[config.mk]
export PLATFORM = sky130hd
export DESIGN_NAME = upper_window_mapper
export DESIGN_NICKNAME = d
export VERILOG_FILES = /design/src/rtl/upw_pkg.sv /design/src/rtl/upw_bank_reg.sv /design/src/rtl/upw_bank_decode.sv /design/src/rtl/upw_slot_select.sv /design/src/rtl/upper_window_mapper.sv
export SDC_FILE = /design/constraint.sdc
export NUM_CORES = 1
export LEC_CHECK = 0
export BUFFER_PORTS_ARGS = -buffer_cell sky130_fd_sc_hd__clkbuf_2
export CAP_MARGIN = 25
export CORE_MARGIN = 4
export CORE_UTILIZATION = 38
export DETAILED_ROUTE_END_ITERATION = 10
export PLACE_DENSITY = 0.92
export SLEW_MARGIN = 20
export SYNTH_ARGS = -nofsm -noshare
export SYNTH_HDL_FRONTEND = slang
export SYNTH_HIERARCHICAL = 1
export SYNTH_SLANG_ARGS = --single-unit
[constraint.sdc]
create_clock -name clk -period 2.55 [get_ports clk]
set_input_delay 0.1275 -clock clk [delete_from_list [all_inputs] [get_ports clk]]
set_output_delay 0.1275 -clock clk [all_outputs]
set_load 0.05 [all_outputs]
[src/rtl/upw_pkg.sv]
package upw_pkg;
  typedef enum logic [1:0] {
    TGT_SRAM = 2'd0,
    TGT_VRAM = 2'd1,
    TGT_SIDE = 2'd2
  } tgt_e;
endpackage

[src/rtl/upw_bank_reg.sv]
module upw_bank_reg #(
  parameter int          DW         = 8,
  parameter int          AW         = 16,
  parameter logic [15:0] PORT_MATCH = 16'h7FFD
) (
  input  logic          clk,
  input  logic          rst_n,
  input  logic          io_wr,
  input  logic [AW-1:0] io_addr,
  input  logic [DW-1:0] io_wdata,
  output logic [DW-1:0] bank_q
);
  logic sel_hit;
  assign sel_hit = io_wr && (io_addr == PORT_MATCH[AW-1:0]);

  always_ff @(posedge clk or negedge rst_n) begin
    if (!rst_n) bank_q <= '0;
    else if (sel_hit) bank_q <= io_wdata;
  end

  // reset clears the register
  a_r1_reset_clear: assert property (@(posedge clk) !rst_n |=> (bank_q == '0));
  // a decoded write loads the data
  a_r2_load: assert property (@(posedge clk) disable iff (!rst_n)
    sel_hit |=> (bank_q == $past(io_wdata)));
  // no decoded write, no change
  a_r2_hold: assert property (@(posedge clk) disable iff (!rst_n)
    !sel_hit |=> $stable(bank_q));
endmodule

[src/rtl/upw_bank_decode.sv]
module upw_bank_decode #(
  parameter int DW      = 8,
  parameter int PAGE_W  = 6,
  parameter int VPAGE_W = 2
) (
  input  logic [DW-1:0]      bank_q,
  input  logic               limit_128k,
  output logic [PAGE_W-1:0]  even_page,
  output logic               vram_sel,
  output logic [VPAGE_W-1:0] vram_even
);
  localparam int BANK_W = PAGE_W - 1;
  localparam int HI_W   = BANK_W - 3;

  logic [HI_W-1:0]   hi_bits;
  logic [2:0]        lo_bits;
  logic [BANK_W-1:0] bank_n;
  logic              unused_mid;

  assign unused_mid = ^bank_q[DW-HI_W-1:3];
  assign hi_bits    = limit_128k ? '0 : bank_q[DW-1 -: HI_W];
  assign lo_bits    = bank_q[2:0];
  assign bank_n     = {hi_bits, lo_bits};
  assign even_page  = {bank_n, 1'b0};

  // video RAM answers for low codes 5 and 7 when the high pair is clear
  assign vram_sel  = (hi_bits == '0) && lo_bits[2] && lo_bits[0];
  assign vram_even = {lo_bits[1], {(VPAGE_W-1){1'b0}}};

  always_comb begin
    // a video RAM hit only comes from bank 5 or 7
    a_r4_vram_codes: assert (!vram_sel || (bank_n == 5) || (bank_n == 7));
    // the flag clears the high pair
    a_r5_limit_low: assert (!limit_128k || (even_page[PAGE_W-1 -: HI_W] == '0));
  end
endmodule

[src/rtl/upw_slot_select.sv]
module upw_slot_select
  import upw_pkg::*;
#(
  parameter int PAGE_W   = 6,
  parameter int VPAGE_W  = 2,
  parameter int FIXED_PG = 4
) (
  input  logic [2:0]         addr_top,
  input  logic [PAGE_W-1:0]  even_page,
  input  logic               vram_sel,
  input  logic [VPAGE_W-1:0] vram_even,
  input  logic               side_lo_en,
  input  logic [PAGE_W-1:0]  side_lo_page,
  input  logic               side_hi_en,
  input  logic [PAGE_W-1:0]  side_hi_page,
  output logic               map_hit,
  output tgt_e               map_tgt,
  output logic [PAGE_W-1:0]  map_page
);
  localparam logic [PAGE_W-1:0] FIX_EVEN = PAGE_W'(FIXED_PG);

  logic odd;
  logic upper;
  logic side_on;
  logic [PAGE_W-1:0] side_pg;

  assign odd     = addr_top[0];
  assign upper   = addr_top[2] && addr_top[1];
  assign side_on = odd ? side_hi_en : side_lo_en;
  assign side_pg = odd ? side_hi_page : side_lo_page;

  always_comb begin
    map_hit  = addr_top[2];
    map_tgt  = TGT_SRAM;
    map_page = '0;
    if (addr_top[2]) begin
      if (!upper) begin
        map_page = FIX_EVEN | PAGE_W'(odd);
      end else if (side_on) begin
        map_tgt  = TGT_SIDE;
        map_page = side_pg;
      end else if (vram_sel) begin
        map_tgt  = TGT_VRAM;
        map_page = {{(PAGE_W-VPAGE_W){1'b0}}, vram_even | VPAGE_W'(odd)};
      end else begin
        map_page = even_page | PAGE_W'(odd);
      end
    end
  end

  always_comb begin
    // an enabled overlay wins its slot
    a_r7_side_wins: assert (!(upper && side_on) || (map_tgt == TGT_SIDE));
    // nothing reported below the window
    a_r8_no_hit_low: assert (addr_top[2] || (map_tgt == TGT_SRAM && map_page == '0));
    // non-overlay pages keep the slot parity
    a_r3_parity: assert (!map_hit || (map_tgt == TGT_SIDE) || (map_page[0] == odd));
  end
endmodule

[src/rtl/upper_window_mapper.sv]
module upper_window_mapper
  import upw_pkg::*;
#(
  parameter int          PAGE_W     = 6,
  parameter int          VPAGE_W    = 2,
  parameter logic [15:0] PORT_MATCH = 16'h7FFD
) (
  input  logic              clk,
  input  logic              rst_n,
  input  logic              io_wr,
  input  logic [15:0]       io_addr,
  input  logic [7:0]        io_wdata,
  input  logic              limit_128k,
  input  logic [15:0]       cpu_addr,
  input  logic              side_lo_en,
  input  logic [PAGE_W-1:0] side_lo_page,
  input  logic              side_hi_en,
  input  logic [PAGE_W-1:0] side_hi_page,
  output logic              map_hit,
  output logic [1:0]        map_tgt,
  output logic [PAGE_W-1:0] map_page
);
  localparam int DW = 8;

  logic [DW-1:0]      bank_q;
  logic [PAGE_W-1:0]  even_page;
  logic               vram_sel;
  logic [VPAGE_W-1:0] vram_even;
  tgt_e               tgt;
  logic               unused_addr_low;

  assign unused_addr_low = ^cpu_addr[12:0];

  upw_bank_reg #(.DW(DW), .AW(16), .PORT_MATCH(PORT_MATCH)) u_reg (
    .clk(clk), .rst_n(rst_n), .io_wr(io_wr), .io_addr(io_addr),
    .io_wdata(io_wdata), .bank_q(bank_q)
  );

  upw_bank_decode #(.DW(DW), .PAGE_W(PAGE_W), .VPAGE_W(VPAGE_W)) u_dec (
    .bank_q(bank_q), .limit_128k(limit_128k), .even_page(even_page),
    .vram_sel(vram_sel), .vram_even(vram_even)
  );

  upw_slot_select #(.PAGE_W(PAGE_W), .VPAGE_W(VPAGE_W), .FIXED_PG(4)) u_sel (
    .addr_top(cpu_addr[15:13]), .even_page(even_page), .vram_sel(vram_sel),
    .vram_even(vram_even), .side_lo_en(side_lo_en), .side_lo_page(side_lo_page),
    .side_hi_en(side_hi_en), .side_hi_page(side_hi_page),
    .map_hit(map_hit), .map_tgt(tgt), .map_page(map_page)
  );

  assign map_tgt = tgt;

  // the middle window is always SRAM page 4 or 5
  a_r6_fixed_mid: assert property (@(posedge clk) disable iff (!rst_n)
    (cpu_addr[15:14] == 2'b10) |-> (map_tgt == 2'd0 && map_page[PAGE_W-1:1] == 2));
endmodule

==> impl_results.md, run 1 <==
* Root buffer cell: clkbuf_4
* Result of the run: finished clean
* Final Hold Fails at 0
* Crit path max fanout at 4
* WL/cell at 11.7 um
* Placeable Area at 1330 um^2
* Most common cell after layout, fill and taps aside: clkbuf_2
* # DRC at 0
* Final setup viols at 0
* Die Area at 2130 um^2
* Area Overhead vs Synth at 44.2%
* Clk_lat worst skew at 0.24 ns
* Crit path kind: reg2out
* Tot GR Track Use at 13.6%
* CP Capture Type: output pin
* Die height at 46.2 um
* Detailed Route WL at 1400 um
* Antenna Cells at 0
* Slowest CP cell: dfrtp_1
* Grt ovf at 0
* Fin Hold WS at 0.122 ns
* Placer Congestion at 0.664
* First-pass GRT wire length at 2060 um
* Rows at 13
* Largest register by flop count: u_reg/bank_q
* Max-cap viol count at 0
* RSZ-0062 raised after global routing: no
* Crit path DAT at 1.59 ns
* Max Buffers Root-to-Sink at 2
* Clock-pin slew on the worst setup and hold paths at 0.04 ns
* Clk_skew at 0 ns
* Fin. max-slew vios at 0
* Synth warn at 6
* IO buf count at 50
* Gate Count Post-Synth at 57
* Vias per Instance at 4.95
* Max Fclk at 0.583 GHz
* CTS tree: yes
* Critical Path RT at 2.42 ns
* NumNets Final at 164
* Fraction of layout cells with a size suffix above 1 at 60.0%
* Placed Cells at 115
* Period utilisation layout at 67.2%
* Top Ports at 67
* Post-route insts no fill at 120
* Die width at 46.2 um
* Syn Area/Cell at 9.72 um^2
* Worst hold path type: in2reg
* Critical-path cell list: nor2_1, o211a_1, mux2i_1, a211oi_1, clkbuf_2
* Startpoint Class: flip-flop
* 1st-iter DRT viols at 2
* CTS buffer count at 3
* Initial antenna violation count at 0
* Initial Util at 41.6%
* Largest net degree at the start of global routing at 10
* DP HPWL at 1290 um
* Top Registers: u_reg/bank_q (5)
* DRT Pass-1 Iters at 4
* Tmin final at 1.71 ns
* Pwr dens at 325 nW/um^2
* Fin Setup TNS at 0 ns
* Post-CTS Resized at 0
* CP peak stage delay at 0.37 ns
* Clock sink count at 5
* Vias at 594
* Max reg flops at 5
* VDD IR-drop max at 0.000216 V
* LEAKAGE at 0.000441 uW
* Final Power at 260 uW
* Commonest cells after routing, fill and taps aside: clkbuf_2, mux2i_1, mux2_2, dfrtp_1
* Vias in the first global route at 574
* Antenna Nets Post-Route at 0
* H-tree Lvls at 1
* Mapped Area at 554 um^2
power breakdown:
| group | leakage, uW | switching, uW | internal [uW] |
|---|---|---|---|
| clock network | 0.0000150 | 29.5 | 59.0 |
| registers | 0.0000699 | 0.0210 | 79.7 |
| logic | 0.000356 | 50.9 | 40.5 |
through the flow:
step / utilization [%] / worst slack [ns] / instance area (um^2)
global placement: 57.2 / 1.01 / 763
CTS: 59.9 / 0.810 / 800
floorplan: - / 0.442 / 558
finish: 59.9 / 0.836 / 800
global route: 59.9 / 0.725 / 800
detailed placement: 57.2 / 0.985 / 763
cell type report:
cell class              count  area (um^2)
fillers                   119          534
multi-input cells          42          358
repair buffers             51          260
flip-flops and latches      5          125
clock buffers               4         26.3
well taps                  15         18.8
inverters                   3         11.3
metal layers:
metal | routed length [um] | GRT usage, % | share of wire (%)
met1 | 448 | 11.7 | 32
met2 | 668 | 26.4 | 48
met3 | 269 | 3.91 | 19
met4 | 14 | 8.52 | 1.0
met5 | 0 | 0 | 0
worst max-delay path: cells and delay by family, from the launching register on:
kind / cells / cell delay, ns
muxes: 1 / 0.14
DFF: 1 / 0.37
AOI/OAI and AO/OA: 2 / 0.49
buffers and inverters: 1 / 0.31
and+or+nand+nor: 1 / 0.05
path summary, 6_finish.rpt:
path | slack [ns] | cells past startpoint | endpoint | startpoint
worst max register to register | 1.76 | 1 | u_reg/bank_q[7] | u_reg/bank_q[7]
worst min register to register | 0.52 | 1 | u_reg/bank_q[6] | u_reg/bank_q[6]
min in group asynchronous | 0.24 | 2 | u_reg/bank_q[0] | rst_n
max in group asynchronous | 2.17 | 2 | u_reg/bank_q[1] | rst_n
worst min-delay path | 0.12 | 2 | u_reg/bank_q[6] | io_wdata[6]
worst max-delay path | 0.84 | 5 | map_page[1] | u_reg/bank_q[7]
repair_timing:
action	CTS	global route
endpoints found under the hold margin	5	0
hold buffers	1	0
endpoints found under the setup margin	0	0
buffers inserted	0	0
No activity file was read; power rests on OpenSTA's default activity.
==> run 2: changes to the inputs <==
CORE_UTILIZATION = 32   (was 38)
PLACE_DENSITY = 0.83   (was 0.92)
clock period = 1.5 ns   (was 2.55 ns; I/O delays follow)
==> run 2 against run 1 <==
  * The flow now finishes with violations (negative setup slack)
  * Design area increased by 19%
  * Non-clock buffer count increased by 7
  * Worst hold slack worse by 0.054 ns
  * Via count grew 6.4%
  * First-iteration DRC count grew 50%
  * Clock power is 72% higher
  * Total power grew 80%
  * Combinational power is 97% higher
  * Worst setup slack worse by 0.93 ns
  * Flip-flop and latch count unchanged
  * Sequential share of layout area fell by 2.5 points
==> impl_results.md, run 2 (synthesized netlist as in run 1, its figures left out) <==
* Die height at 49.6 um
* H-tree Lvls at 1
* # DRC at 0
* Seq pwr share at 29.0%
* NumNets Final at 171
* Antenna Nets Post-Route at 0
* Placeable Area at 1580 um^2
* VDD IR-drop max at 0.000344 V
* Vias at 632
* Die Area at 2460 um^2
* Tot GR Track Use at 13.5%
* Worst reg2reg startpoint: u_reg/bank_q[7]
* Worst setup path startpoint: u_reg/bank_q[7]
* CP top delay family: compound AO/OA/AOI/OAI gates
* Startpoint Class: flip-flop
* Top Ports at 67
* Fraction of layout cells with a size suffix above 1 at 68.8%
* Fin Hold WS at 0.0683 ns
* Period utilisation layout at 106%
* Max Fclk at 0.626 GHz
* WHS Path Cells at 2
* Clock-pin slew on the worst setup and hold paths at 0.04 ns
* Clk_lat worst skew at 0.23 ns
* Antenna Cells at 0
* Vias per Instance at 4.94
* Final setup viols at 5
* Die width at 49.6 um
* Utilization after layout at 60.3%
* R2r setup slk at 0.39 ns
* Crit path kind: reg2out
* Largest register by flop count: u_reg/bank_q
* RSZ-0062 raised after global routing: yes
* Fin. max-slew vios at 0
* Grt ovf at 0
* Placer Congestion at 0.727
* Critical Path RT at 1.42 ns
* Placed instance area at 810 um^2
* Slowest CP cell: dfrtp_1
* First-pass GRT wire length at 2590 um
* Clock share of power at 32.5%
* Failing checks: negative setup slack
* Clk_skew at 0 ns
* Result of the run: finished, violations left
* Final instance area at 951 um^2
* Most common cell after layout, fill and taps aside: clkbuf_2
* Area Overhead vs Synth at 71.6%
* Sw frac at 31.7%
* LEAKAGE at 0.000504 uW
* Pre-CTS setup slack at 0.0228 ns
* Worst hold path type: in2reg
* Tmin final at 1.60 ns
* Reg2reg path depth at 4
* Reg2reg end: u_reg/bank_q[7]
* Root buffer cell: clkbuf_4
* Hold_sp: io_wdata[6]
* Detailed Route WL at 1630 um
* Max Buffers Root-to-Sink at 2
* Crit path DAT at 1.52 ns
* Commonest cells after routing, fill and taps aside: clkbuf_2, buf_4, mux2i_1
* DRT Pass-1 Iters at 4
* CTS buffer count at 3
* Min setup slack post-route at -0.0968 ns
* WL/cell at 12.8 um
* Initial Util at 35.2%
* IO buf count at 50
* Vias in the first global route at 639
* DP HPWL at 1310 um
* Post-route insts no fill at 128
* P_sw at 148 uW
* CP peak stage delay at 0.34 ns
* Max reg flops at 5
* Max-cap viol count at 0
* Pwr dens at 492 nW/um^2
* Placed Cells at 118
* Rows at 14
* Initial antenna violation count at 0
* Crit path buf inv count at 1
* Logic gate share of total power at 38.5%
* CP Capture Type: output pin
* Critical-path cell list: nor2_1, o211a_1, nor3b_4, o2bb2ai_2, buf_8
* Top Registers: u_reg/bank_q (5)
* P_int at 320 uW
* Final Hold Fails at 0
* Crit path max fanout at 4
* 1st-iter DRT viols at 3
* Largest net degree at the start of global routing at 9
* CTS tree: yes
* Worst Hold End: u_reg/bank_q[6]
* Clock sink count at 5
## run 2: changes by cell type in the layout (fill, tap and decap cells not counted), sizes merged
cell	change
buf	+11
clkbuf	-4
## run 2: metrics by stage
| step | total power, uW | setup TNS (ns) |
|---|---|---|
| CTS | 472 | -0.538 |
| detailed placement | 301 | 0 |
| floorplan | 232 | -0.0919 |
| global route | 493 | -0.871 |
| global placement | 297 | 0 |
| finish | 468 | -0.406 |
## run 2: layer usage
metal  vias up  track usage, %  wire length [um]
li1        313               -                 -
met2        46            25.8               842
met1       273            12.7               548
met4         0            5.53                 0
met3         0            4.82               242
met5         -               0                 0
## run 2: layout make-up
type	count	area (um^2)
timing repair buffer	58	367
clock buffer	4	26.3
sequential	5	125
multi-input combinational	42	402
inverter	3	11.3
tap	16	20.0
fill	141	626
## run 2: worst register-to-register path: cells and delay by family, from the launching register on
family	cells	cell delay [ns]
DFF	1	0.37
buffers and inverters	3	0.37
muxes	1	0.25
## run 2: power by group through the flow
stage	Combinational [uW]	Sequential, uW	Clock (uW)
after floorplan	94.7	137	0
final	180	135	152
after global placement	159	137	0
after global routing	194	135	163
after CTS	178	136	158
after detailed placement	163	137	0
## run 2: worst max-delay path by stage
| stage | to | slack, ns | cells past startpoint |
|---|---|---|---|
| floorplan | map_page[1] | -0.09 | 4 |
| global placement | map_page[3] | 0.05 | 5 |
| detailed placement | map_page[3] | 0.02 | 5 |
| CTS | map_page[3] | -0.14 | 5 |
| global route | map_page[5] | -0.20 | 5 |
| finish | map_page[5] | -0.1 | 5 |
## run 2: what timing repair did
item,in CTS,in global routing
gates resized for setup,13,6
setup buffers,3,2
hold buffers,1,0
pin swaps,5,5
hold endpoints to repair,5,0
endpoints found under the setup margin,6,6
gates cloned,0,0
==> run 3: changes to the inputs <==
BUFFER_PORTS_ARGS = unset   (was -buffer_cell sky130_fd_sc_hd__clkbuf_2)
CORE_UTILIZATION = 40   (was 32)
DONT_BUFFER_PORTS = 1   (was unset)
PLACE_DENSITY = 0.63   (was 0.83)
==> run 3 against run 2 <==
  * The run still ends with negative setup slack left
  * Register-to-register slack improved by 0.24 ns
  * Routed wire length decreased by 22%
  * Design area decreased by 19%
  * Worst setup slack improved by 0.032 ns
  * Core utilization decreased by 0.80 points
  * Critical endpoint is now map_page[1]
==> impl_results.md, run 3 (synthesized netlist as in run 1, its figures left out) <==
* Fin Setup TNS at -0.206 ns
* Placer Congestion at 0.729
* Reg2reg path depth at 2
* Seq pwr share at 32.8%
* Worst setup path startpoint: u_reg/bank_q[7]
* Period utilisation layout at 104%
* Root buffer cell: clkbuf_4
* Max Fclk at 0.639 GHz
* Max reg flops at 5
* CP peak stage delay at 0.37 ns
* M1 GR Usage at 13.6%
* Critical Path RT at 1.42 ns
* Largest register by flop count: u_reg/bank_q
* Crit path kind: reg2out
* Rows at 13
* NumNets Final at 128
* Die width at 45.2 um
* CTS buffer count at 3
* GR peak layer: met2
* Antenna Cells at 0
* Worst hold path type: in2reg
* CP Capture Type: output pin
* Sw frac at 29.5%
* Clock-pin slew on the worst setup and hold paths at 0.04 ns
* CP top delay family: compound AO/OA/AOI/OAI gates
* IO buf count at 0
* CP Depth at 5
* Grt met2 use at 22.9%
* Tmin final at 1.56 ns
* Critical-path cell list: nor2_1, o211a_1, mux2i_1, a211oi_2, buf_6
* Crit path buf inv count at 1
* VDD IR-drop max at 0.000449 V
* Die Area at 2050 um^2
* GR Util met3 at 2.39%
* Vias in the first global route at 518
* Clock share of power at 36.7%
* Initial Util at 42.6%
* Top Ports at 67
* LEAKAGE at 0.000320 uW
* P_int at 291 uW
* Clk_skew at 0 ns
* Top Registers: u_reg/bank_q (5)
* Clk_lat worst skew at 0.23 ns
* Worst reg2reg startpoint: u_reg/bank_q[6]
* P_sw at 122 uW
* First-pass GRT wire length at 1920 um
* Final setup viols at 5
* Min setup slack post-route at -0.0649 ns
* Max-cap viol count at 0
* 1st-iter DRT viols at 3
* CTS tree: yes
* Crit path DAT at 1.49 ns
* Fraction of layout cells with a size suffix above 1 at 40.6%
* WHS Path Cells at 2
* Fin. max-slew vios at 0
* Final Hold Fails at 0
* Detailed Route WL at 1280 um
* Die height at 45.2 um
* Antenna Nets Post-Route at 0
* Hold_sp: io_addr[6]
* Pwr dens at 533 nW/um^2
* Vias per Instance at 5.73
* Largest net degree at the start of global routing at 10
* Utilization after layout at 59.5%
* Pre-CTS setup slack at 0.0785 ns
* Tot GR Track Use at 12.4%
* Grt ovf at 0
* Result of the run: finished, violations left
* Clock sink count at 5
* Max Buffers Root-to-Sink at 2
* DRT Pass-1 Iters at 2
* Logic gate share of total power at 30.5%
* # DRC at 0
* Initial antenna violation count at 0
* Failing checks: negative setup slack
* Slowest CP cell: dfrtp_1
* Placeable Area at 1300 um^2
* WL/cell at 15.2 um
* Area Overhead vs Synth at 39.7%
* Vias at 481
* H-tree Lvls at 1
* Crit path max fanout at 4
* Fillers at 123
* Commonest cells after routing, fill and taps aside: buf_4, dlygate4sd3_1, mux2i_1
* RSZ-0062 raised after global routing: yes
* Startpoint Class: flip-flop
==> run 3: changes by cell type in the layout (fill, tap and decap cells not counted), moves of 2 or more <==
cell | before | now
buf_8 | 3 | 0
clkbuf_2 | 44 | 0
clkbuf_8 | 2 | 0
dlygate4sd3_1 | 1 | 6
o2bb2ai_2 | 3 | 0
o2bb2ai_4 | 0 | 3
==> run 3: power by group through the flow <==
stage               registers [uW]  clock network [uW]  logic, uW
global route                   135                 162        134
global placement               137                   0       94.6
finish                         135                 152        126
detailed placement             137                   0       95.9
CTS                            135                 154        125
floorplan                      137                   0       94.7
==> run 3: area by class of cell <==
type	instances	area (um^2)	share of cell area, %
clock buffer	4	26.3	3.39
inverter	3	11.3	1.45
multi-input combinational	42	445	57.5
sequential	5	125	16.2
tap	15	18.8	2.42
timing repair buffer	15	148	19.1
==> run 3: path summary, 6_finish.rpt <==
| kind | end | slack, ns |
|---|---|---|
| hold / removal | u_reg/bank_q[0] | 0.1 |
| setup reg to reg | u_reg/bank_q[6] | 0.63 |
| setup / recovery | map_page[1] | -0.06 |
| max in group asynchronous | u_reg/bank_q[1] | 1.18 |
| hold reg to reg | u_reg/bank_q[0] | 0.54 |
| min in group asynchronous | u_reg/bank_q[7] | 0.13 |
==> run 3: what timing repair did <==
action,CTS,global route
endpoints found under the hold margin,10,0
setup buffers,4,1
setup endpoints to repair,5,6
hold buffers,6,0
gates resized for setup,8,0
pin swaps,5,1
==> run 3: metrics by stage <==
stage / instances / hold WS, ns / area [um^2] / total power [uW]
floorplan: 58 / -0.221 / 588 / 232
global placement: 69 / -0.220 / 586 / 232
detailed placement: 69 / -0.220 / 586 / 233
CTS: 83 / 0.0945 / 767 / 415
global route: 84 / 0.104 / 774 / 431
finish: 84 / 0.0967 / 774 / 413
==> run 3: metal layers <==
layer  wire [um]  vias to the layer above
li1            -                      228
met1         453                      213
met2         626                       40
met3         197                        0
met4           0                        0
met5           0                        -
